File: src/rtl/wbuf_pkg.sv
package wbuf_pkg;

  typedef struct packed {
    logic pushData;    // write one word into the data pool
    logic pushEntry;   // open a new address entry
    logic appendWord;  // grow the newest entry by one word
    logic popData;     // one word left on the bus
    logic popEntry;    // head entry finished its burst
  } wbufStrb_t;

endpackage

File: src/rtl/wbuf_dpath.sv
module wbuf_dpath
  import wbuf_pkg::*;
#(
  parameter int AW     = 16,
  parameter int DW     = 32,
  parameter int DWORDS = 16,
  parameter int NENT   = 4
) (
  input  logic                          clk,
  input  logic                          rstN,
  input  wbufStrb_t                     strb,
  input  logic [AW-1:0]                 stAddr,
  input  logic [DW-1:0]                 stData,
  input  logic [$clog2(DWORDS+1)-1:0]   beatCnt,
  output logic [AW-1:0]                 headAddr,
  output logic [DW-1:0]                 headData,
  output logic [$clog2(DWORDS+1)-1:0]   headLen,
  output logic                          seqHit
);

  localparam int LW = $clog2(DWORDS + 1);
  localparam int DP = (DWORDS > 1) ? $clog2(DWORDS) : 1;
  localparam int EP = (NENT > 1) ? $clog2(NENT) : 1;

  logic [DW-1:0] dataMem [DWORDS];
  logic [AW-1:0] baseMem [NENT];
  logic [LW-1:0] lenMem  [NENT];

  logic [DP-1:0] dWr, dRd;
  logic [EP-1:0] eWr, eRd, eNewest;
  logic [AW-1:0] tailNext;

  function automatic logic [DP-1:0] dInc(input logic [DP-1:0] p);
    return (p == DP'(DWORDS - 1)) ? '0 : p + 1'b1;
  endfunction

  function automatic logic [EP-1:0] eInc(input logic [EP-1:0] p);
    return (p == EP'(NENT - 1)) ? '0 : p + 1'b1;
  endfunction

  assign eNewest  = (eWr == '0) ? EP'(NENT - 1) : eWr - 1'b1;
  assign tailNext = baseMem[eNewest] + AW'(lenMem[eNewest]);
  assign seqHit   = (stAddr == tailNext);

  assign headLen  = lenMem[eRd];
  assign headAddr = baseMem[eRd] + AW'(beatCnt);
  assign headData = dataMem[dRd];

  always_ff @(posedge clk) begin
    if (!rstN) begin
      dWr <= '0;
      dRd <= '0;
      eWr <= '0;
      eRd <= '0;
    end else begin
      if (strb.pushData)  dWr <= dInc(dWr);
      if (strb.popData)   dRd <= dInc(dRd);
      if (strb.pushEntry) eWr <= eInc(eWr);
      if (strb.popEntry)  eRd <= eInc(eRd);
    end
  end

  always_ff @(posedge clk) begin
    if (strb.pushData) dataMem[dWr] <= stData;
    if (strb.pushEntry) begin
      baseMem[eWr] <= stAddr;
      lenMem[eWr]  <= LW'(1);
    end else if (strb.appendWord) begin
      lenMem[eNewest] <= lenMem[eNewest] + 1'b1;
    end
  end

endmodule

File: src/rtl/wbuf_ctrl.sv
module wbuf_ctrl
  import wbuf_pkg::*;
#(
  parameter int DWORDS = 16,
  parameter int NENT   = 4
) (
  input  logic                          clk,
  input  logic                          rstN,
  input  logic                          stValid,
  input  logic                          stCache,
  input  logic                          stBuff,
  input  logic                          seqHit,
  input  logic [$clog2(DWORDS+1)-1:0]   headLen,
  input  logic                          memReady,
  output wbufStrb_t                     strb,
  output logic [$clog2(DWORDS+1)-1:0]   beatCnt,
  output logic                          stReady,
  output logic                          memReq,
  output logic                          memLast,
  output logic                          bypassSel,
  output logic                          isEmpty
);

  localparam int LW = $clog2(DWORDS + 1);
  localparam int CW = $clog2(NENT + 1);

  logic [CW-1:0] entCnt;
  logic [LW-1:0] dataCnt;
  logic nonBuf, drainValid, drainLast, beatFire;
  logic dataRoom, entRoom, canMerge, canNew, bufAcc;

  assign nonBuf     = !stCache && !stBuff;
  assign isEmpty    = (entCnt == '0);
  assign drainValid = !isEmpty;
  assign drainLast  = (beatCnt == headLen - 1'b1);
  assign bypassSel  = isEmpty && stValid && nonBuf;
  assign beatFire   = drainValid && memReady;

  assign dataRoom = (dataCnt < LW'(DWORDS));
  assign entRoom  = (entCnt < CW'(NENT));
  assign canMerge = (entCnt >= CW'(2)) && seqHit && dataRoom;
  assign canNew   = entRoom && dataRoom;
  assign bufAcc   = stValid && !nonBuf && (canMerge || canNew);

  assign stReady = nonBuf ? (isEmpty && memReady) : (canMerge || canNew);
  assign memReq  = drainValid || bypassSel;
  assign memLast = bypassSel ? 1'b1 : drainLast;

  always_comb begin
    strb            = '0;
    strb.pushData   = bufAcc;
    strb.appendWord = bufAcc && canMerge;
    strb.pushEntry  = bufAcc && !canMerge;
    strb.popData    = beatFire;
    strb.popEntry   = beatFire && drainLast;
  end

  always_ff @(posedge clk) begin
    if (!rstN) begin
      entCnt  <= '0;
      dataCnt <= '0;
      beatCnt <= '0;
    end else begin
      entCnt  <= entCnt + CW'(strb.pushEntry) - CW'(strb.popEntry);
      dataCnt <= dataCnt + LW'(strb.pushData) - LW'(strb.popData);
      if (strb.popEntry)    beatCnt <= '0;
      else if (strb.popData) beatCnt <= beatCnt + 1'b1;
    end
  end

  // a word is never written into a full pool
  p_data_room_r1: assert property (@(posedge clk) disable iff (!rstN)
    strb.pushData |-> (dataCnt < LW'(DWORDS)));

  // an entry is never opened when every slot is taken
  p_entry_room_r2: assert property (@(posedge clk) disable iff (!rstN)
    strb.pushEntry |-> (entCnt < CW'(NENT)));

  // appending leaves the number of entries unchanged
  p_merge_no_slot_r5: assert property (@(posedge clk) disable iff (!rstN)
    (strb.appendWord && !strb.popEntry) |=> (entCnt == $past(entCnt)));

  // retiring the only entry with nothing new raises empty
  p_empty_after_last_r8: assert property (@(posedge clk) disable iff (!rstN)
    (strb.popEntry && entCnt == CW'(1) && !strb.pushEntry) |=> isEmpty);

endmodule

File: src/rtl/posted_wr_buf.sv
module posted_wr_buf
  import wbuf_pkg::*;
#(
  parameter int AW     = 16,
  parameter int DW     = 32,
  parameter int DWORDS = 16,
  parameter int NENT   = 4
) (
  input  logic          clk,
  input  logic          rstN,
  input  logic          stValid,
  input  logic [AW-1:0] stAddr,
  input  logic [DW-1:0] stData,
  input  logic          stCache,
  input  logic          stBuff,
  output logic          stReady,
  output logic          memReq,
  output logic [AW-1:0] memAddr,
  output logic [DW-1:0] memData,
  output logic          memLast,
  input  logic          memReady,
  output logic          empty
);

  localparam int LW = $clog2(DWORDS + 1);

  wbufStrb_t     strb;
  logic [LW-1:0] beatCnt, headLen;
  logic [AW-1:0] headAddr;
  logic [DW-1:0] headData;
  logic          seqHit, bypassSel;

  wbuf_ctrl #(.DWORDS(DWORDS), .NENT(NENT)) u_ctrl (
    .clk(clk), .rstN(rstN), .stValid(stValid), .stCache(stCache),
    .stBuff(stBuff), .seqHit(seqHit), .headLen(headLen),
    .memReady(memReady), .strb(strb), .beatCnt(beatCnt),
    .stReady(stReady), .memReq(memReq), .memLast(memLast),
    .bypassSel(bypassSel), .isEmpty(empty)
  );

  wbuf_dpath #(.AW(AW), .DW(DW), .DWORDS(DWORDS), .NENT(NENT)) u_dpath (
    .clk(clk), .rstN(rstN), .strb(strb), .stAddr(stAddr), .stData(stData),
    .beatCnt(beatCnt), .headAddr(headAddr), .headData(headData),
    .headLen(headLen), .seqHit(seqHit)
  );

  assign memAddr = bypassSel ? stAddr : headAddr;
  assign memData = bypassSel ? stData : headData;

  // a stalled posted beat holds its fields
  p_req_hold_r7: assert property (@(posedge clk) disable iff (!rstN)
    (memReq && !memReady && !bypassSel) |=>
      (memReq && $stable(memAddr) && $stable(memData) && $stable(memLast)));

  // inside a burst the address steps by one word
  p_burst_step_r6: assert property (@(posedge clk) disable iff (!rstN)
    (memReq && memReady && !memLast && !bypassSel) |=>
      (memReq && memAddr == $past(memAddr) + 1'b1));

  // a bypass beat is a single, final beat
  p_bypass_single_r9: assert property (@(posedge clk) disable iff (!rstN)
    bypassSel |-> (memLast && empty));

endmodule

File: config.mk
export PLATFORM = sky130hd
export DESIGN_NAME = posted_wr_buf
export DESIGN_NICKNAME = d
export VERILOG_FILES = /design/src/rtl/wbuf_pkg.sv /design/src/rtl/wbuf_dpath.sv /design/src/rtl/wbuf_ctrl.sv /design/src/rtl/posted_wr_buf.sv
export SDC_FILE = /design/constraint.sdc
export NUM_CORES = 1
export LEC_CHECK = 0
export ABC_CLOCK_PERIOD_IN_PS = 8300
export BUFFER_PORTS_ARGS = -buffer_cell sky130_fd_sc_hd__buf_4
export CAP_MARGIN = 20
export CELL_PAD_IN_SITES_DETAIL_PLACEMENT = 1
export CELL_PAD_IN_SITES_GLOBAL_PLACEMENT = 2
export CORE_MARGIN = 2
export CORE_UTILIZATION = 26
export DETAILED_ROUTE_END_ITERATION = 10
export GPL_TIMING_DRIVEN = 0
export PLACE_DENSITY_LB_ADDON = 0.1
export SYNTH_ARGS = -nofsm -noshare
export SYNTH_HDL_FRONTEND = slang
export SYNTH_SLANG_ARGS = --single-unit
File: constraint.sdc
create_clock -name clk -period 8.3 [get_ports clk]
set_input_delay 2.075 -clock clk [delete_from_list [all_inputs] [get_ports clk]]
set_output_delay 2.075 -clock clk [all_outputs]
set_load 0.05 [all_outputs]
==> After elaboration in Yosys (flattened, before gate mapping) <==
Memory sizes are Yosys's and may differ from the RTL's. A register that Yosys moved wholly into a read port is not among the register bits.
Cells that the tools add are included.
{ "word_totals": {"elab_cells": 83, "out_inout_bits": 52, "reg_bits": 25, "n_memories": 3, "in_bits": 54, "ram_bits": 596} }
{ "classes": {"bitwise_logic": 1, "eq_ne": 6, "n_lt_le_gt_ge": 3, "mux": 25, "add_sub_neg": 14, "reduce_logical": 24} }
{ "mem_list": {"columns": ["name", "words", "word_bits", "read_ports", "rd_clocked_by_memory_dff", "write_ports", "line", "source"], "rows": [
  ["u_dpath.dataMem", 16, 32, 1, 1, 1, "wbuf_dpath.sv:25", "logic [DW-1:0] dataMem [DWORDS];"],
  ["u_dpath.baseMem", 4, 16, 2, 1, 1, "wbuf_dpath.sv:26", "logic [AW-1:0] baseMem [NENT];"],
  ["u_dpath.lenMem", 4, 5, 2, 1, 1, "wbuf_dpath.sv:27", "logic [LW-1:0] lenMem [NENT];"]
]} }
{ "ops": {"columns": ["cell", "n"], "rows": [
  ["16-bit by 5-bit adder with 16-bit output", 2],
  ["32-bit two-way mux", 1],
  ["16-bit == test", 1],
  ["16-bit two-way mux", 1],
  ["2-bit two-way mux", 8],
  ["4-bit two-way mux", 4],
  ["1-bit logical AND", 13],
  ["5-bit by 1-bit adder with 5-bit output (second input constant)", 2],
  ["1-bit two-way mux", 10],
  ["4-bit by 1-bit adder with 4-bit output (second input constant)", 2],
  ["4-bit == test (second input constant)", 2],
  ["5-bit by 1-bit adder with 5-bit output", 1],
  ["5-bit == test", 1],
  ["1-bit zero test", 5],
  ["5-bit less-than comparator (second input constant)", 1],
  ["5-bit two-way mux", 1],
  ["5-bit OR reduction", 1],
  ["5-bit by 1-bit subtractor with 5-bit output", 1],
  ["5-bit by 1-bit subtractor with 5-bit output (second input constant)", 1],
  ["2-bit by 1-bit adder with 2-bit output (second input constant)", 2],
  ["2-bit == test (second input constant)", 2],
  ["3-bit by 1-bit adder with 3-bit output", 1],
  ["3-bit by 2-bit >= comparator with 1-bit output (second input constant)", 1],
  ["3-bit zero test", 1],
  ["other kinds (7)", 8]
]} }

==> Depth between registers and ports, before layout <==
An unclocked memory read counts as a cell.
{ "logic_depth": {"word_depth": 15, "depth_mapped": 26, "mapped_depth_nobuf": 21} }

==> Hierarchy <==
Synthesis repeated with hierarchy kept, for this count alone.
{ "unflattened": {"cells_unflattened": 1262, "area_unflattened_um2": 26360.3} }
{ "modules_own_cells": {"columns": ["module", "seq_area_each_um2", "cells_per_inst", "n_inst", "area_each_um2"], "rows": [
  ["wbuf_dpath", 18257.5, 1108, 1, 24780.0],
  ["wbuf_ctrl", 260.2, 101, 1, 920.9],
  ["posted_wr_buf", 0.0, 53, 1, 659.4]
]} }

==> Worst setup path after synthesis <==
OpenSTA, ideal clock, no wires.
{ "synth_timing": {"path_kind": "flip-flop to output port", "from": "register u_dpath.eWr[0]", "to": "output stReady", "stages_incl_launch_ff": 18, "t_arrival_ps": 5058, "required_ps": 6225, "n_path_buf": 4, "setup_slack_ps": 1167, "cell_sequence": "dfxtp_1 > inv_1 > ha_1 > and2b_1 > buf_6 > buf_12 > buf_6 > buf_2 > mux4_2 > ha_1 > a21oi_1 > maj3_1 > a22o_1 > or3_1 > a211oi_1 > or3b_4 > nand4_1 > a22oi_1"} }
{ "synth_between": {"elab_chain_cells": 9, "elab_cells_between_ends": 11, "classes_between": "add/sub (2); eq/ne (1); mux (2); reduce/logical (4); memory (2)"} }
{ "synth_rtl": {"columns": ["element", "line", "source"], "rows": [
  ["from (decl)", "wbuf_dpath.sv:30", "logic [EP-1:0] eWr, eRd, eNewest;"],
  ["from (signal assigned)", "wbuf_dpath.sv:58", "if (strb.pushEntry) eWr <= eInc(eWr);"],
  ["2-bit by 1-bit subtractor with 2-bit output / 2-bit zero test (equally long branches)", "wbuf_dpath.sv:41", "assign eNewest = (eWr == '0) ? EP'(NENT - 1) : eWr - 1'b1;"],
  ["2-bit two-way mux (*)", "wbuf_dpath.sv:41", null],
  ["memory 4 x 16 bit / memory 4 x 5 bit (equally long branches)", null, null],
  ["16-bit by 5-bit adder with 16-bit output (*)", "wbuf_dpath.sv:42", "assign tailNext = baseMem[eNewest] + AW'(lenMem[eNewest]);"],
  ["16-bit == test (*)", "wbuf_dpath.sv:43", "assign seqHit = (stAddr == tailNext);"],
  ["1-bit logical AND (*) (2 in a row)", "wbuf_ctrl.sv:41", "assign canMerge = (entCnt >= CW'(2)) && seqHit && dataRoom;"],
  ["1-bit logical OR (*)", "wbuf_ctrl.sv:45", "assign stReady = nonBuf ? (isEmpty && memReady) : (canMerge || canNew);"],
  ["1-bit two-way mux (*)", "wbuf_ctrl.sv:45", null],
  ["to (decl)", "posted_wr_buf.sv:16", "output logic stReady,"]
]} }
Every way passes the cells marked *; elsewhere a longest branch is shown, timed or not.

==> Worst setup path in the final report <==
Same ends and word-level chain as after synthesis.

==> key figures <==
Run status
  • Status: complete, no violations

Final layout
  • Fraction of layout cells with a size suffix above 1: 0.328
  • Area grow syn2layout: 21.6%
  • Fillers: 10300
  • Layout Nets: 1678
  • Post-route core utilization: 0.319

Synthesis
  • Synth top area cells: edfxtp_1, mux4_2, dfxtp_1, mux2_2, ha_1
  • Number of synthesized flops with an enable pin: 596
  • Post-synthesis net count: 1443
  • Post-synth top area cell: edfxtp_1
  • Commonest cells in the synthesized netlist: edfxtp_1, mux4_2, nor2_1
  • Synth Warn #: 0
  • Sequential fraction of the synthesis area: 0.696
  • Share of the synthesized area in the top cell type: 0.673
  • Mean post-synth cell area: 19.6 um^2
  • Post-Syn Area: 26600 um^2
  • Mapped Cells: 1355
  • Yosys cell types: 67
  • Yosys reg bits: 627
  • Top FF cell, synth: edfxtp_1
  • Most numerous cell in the Yosys netlist: edfxtp_1
  • Ys async rst share: 0

Setup path
  • Cell breakdown of the critical path: inv_1 > ha_1 > and2b_1 > buf_6 > buf_12 > buf_6 > buf_6 > mux4_2 > ha_1 > a21oi_2 > maj3_1 > a22o_1 > or3_1 > a211oi_1 > or3b_4 > nand4_1 > buf_4 > a22oi_1 > buf_4
  • Largest stage delay, worst path: 0.61 ns
  • Worst path required time: 6.23 ns
  • Reg2Reg Setup Slack: 1.72 ns
  • Crit. End Element: primary output
  • Worst path slowest cell: mux4_2
  • CP startpoint kind: register
  • Top cell by count, worst path: buf_6
  • FF-to-FF End: u_ctrl.dataCnt[4]
  • Arrival @ worst endpoint: 5.85 ns
  • Critical path class: reg -> out
  • Critical Path Fanout Max: 11
  • FF-to-FF Start: u_dpath.eWr[0]
  • Cell depth of the worst flop-to-flop path: 26

Global route
  • Total track usage: 0.152
  • Vias in the first global route: 15300
  • Global-route wire length before repair: 113000 um
  • Grt ovf: 0
  • Largest net degree at the start of global routing: 21
  • Initial antenna violation count: 3

Floorplanning
  • I/O Pins: 106
  • Die Ht: 324 um
  • Chip Width: 324 um
  • Row count: 117
  • Die area: 105000 um^2
  • Starting Density: 0.262
  • Core area: 102000 um^2

Power
  • Maximum vdd drop: 0.000140 V
  • P_leak: 10.2 nW
  • Tot Pwr: 9.04 mW
  • PD cells: 279 nW/um^2

Clocking
  • H-Tree Depth: 3
  • Clock tree buffer depth: 3
  • CTS tree: done
  • CTS root buffer: clkbuf_16
  • Clock Pin Slew Worst Setup and Hold Paths: 0.06 ns
  • Total clock buffers created by CTS: 76
  • Clk sinks: 627
  • Clock Latency Late Sink: 0.65 ns

Placed design
  • Placer Congestion: 0.706
  • PortBufs: 104
  • Pre-CTS setup slack: -0.101 ns
  • Final HPWL DP: 51800 um

Detailed routing
  • Initial DRC count: 822
  • Vias after detailed routing: 13900
  • DRT Pass-1 Iters: 5
  • # DRC: 0
  • Via density: 4.61
  • Routed wire length: 78400 um
  • Post-route ant nets: 0
  • Routed length per instance: 26.0 um

Timing
  • Fin. max-slew vios: 0
  • Final Hold Vio Count: 0
  • Ratio of final minimum period to clock period: 0.954
  • Worst-margin pin slew: 1.12 ns
  • Minimum clock period after layout: 7.92 ns
  • Max-slew headroom: 0.256
  • Fmax achieved: 126 MHz
  • Unrepaired setup endpoints after global routing: no
  • Final Skew: 0.0383 ns
  • Post-route setup slack: 0.380 ns
  • Final setup violation count: 0

Worst hold path
  • Hold path depth: 2
  • HP Start: u_dpath.dWr[0]
  • Worst Hold Class: reg -> reg
  • Hold EP: u_dpath.dWr[0]

Run
  • Max cap viols: 0
-- cell families after synthesis --
| group | share of synthesized area |
|---|---|
| buf+inv | 0.0150 |
| fa+ha+maj | 0.0179 |
| simple gates | 0.0439 |
| xor+xnor | 0.0168 |
| mux | 0.190 |
| flops | 0.696 |
| compound gates | 0.0208 |
-- routing by layer --
| layer | vias to the layer above | GRT usage | wire (um) | share of wire |
|---|---|---|---|---|
| li1 | 6073 | - | - | - |
| met1 | 7510 | 0.216 | 37200 | 0.47 |
| met2 | 224 | 0.243 | 37000 | 0.47 |
| met3 | 94 | 0.0270 | 2870 | 0.037 |
| met4 | 6 | 0.0352 | 1240 | 0.016 |
| met5 | - | 0 | 38 | 0.00048 |
-- per-stage QoR --
stage,cells,TNS (ns),cell area (um^2),hold WS (ns)
3_3_place_gp,2827,-234.13,29100,0.531
5_1_grt,3018,0,32400,0.594
2_1_floorplan,1355,0,26600,0.493
6_report,3019,0,32400,0.560
4_1_cts,3012,0,32300,0.558
3_5_place_dp,2872,-0.101,29900,0.547
-- cells in the final DEF, fill, tap and decap left out, types with 19 or more instances in the layout --
cell         n
clkinv_1    24
a21oi_1     28
nor2_1      42
dfxtp_1     30
xor2_1      22
clkbuf_16   76
buf_8       19
clkbuf_1    46
nand3_1     27
ha_1        30
nand2_1     39
mux4_2     198
inv_1       26
buf_4      110
mux2_2      35
xnor2_1     29
edfxtp_1   596
-- final cells by class --
class / count / area, um^2 / area share
antenna: 1 / 2.50 / 0.0000773
buffer: 61 / 304 / 0.00939
clock buffer: 88 / 1960 / 0.0605
clock inverter: 50 / 423 / 0.0131
inverter: 28 / 110 / 0.00340
multi-input combinational: 639 / 7730 / 0.239
sequential: 627 / 18500 / 0.572
tap: 1368 / 1710 / 0.0529
timing repair buffer: 157 / 1600 / 0.0495
-- registers in the layout, summed over array words and instances (netlist names), named ones only --
signal           flops
u_ctrl.beatCnt       5
u_dpath.baseMem     64
u_dpath.lenMem      20
u_dpath.eWr          2
u_dpath.eRd          2
u_ctrl.entCnt        3
u_ctrl.dataCnt       5
u_dpath.dataMem    512
u_dpath.dWr          4
u_dpath.dRd          4
-- power breakdown --
| part | internal, mW | total, mW | leakage [nW] | switching, mW |
|---|---|---|---|---|
| Combinational | 0.927 | 2.23 | 3.43 | 1.31 |
| Clock | 1.80 | 3.17 | 1.15 | 1.37 |
| Sequential | 3.59 | 3.65 | 5.65 | 0.0603 |
-- worst max-delay path: cells and delay by family (launching register included) --
family / cells / cell delay [ns]
buffers and inverters: 7 / 1.25
adders and majority gates: 3 / 1.08
and+or+nand+nor: 4 / 0.98
AOI/OAI and AO/OA: 4 / 0.82
muxes: 1 / 0.61
DFF: 1 / 0.45
-- what timing repair did --
item,4_1_cts,5_1_grt
hold buffers,0,0
setup endpoints to repair,1,1
pin swaps,1,0
resized for setup,5,5
buffers inserted,2,2
-- worst max-delay path by stage --
stage | to | start | cells past startpoint
6_report | stReady | u_dpath.eWr[0] | 19
5_1_grt | stReady | u_dpath.eWr[0] | 20
4_1_cts | stReady | u_dpath.eWr[0] | 20
3_5_place_dp | stReady | u_dpath.eWr[0] | 19
3_3_place_gp | u_dpath.dataMem[7][16] | u_dpath.eWr[0] | 19
2_1_floorplan | stReady | u_dpath.eWr[0] | 17
(Power assumes the default switching activity.)
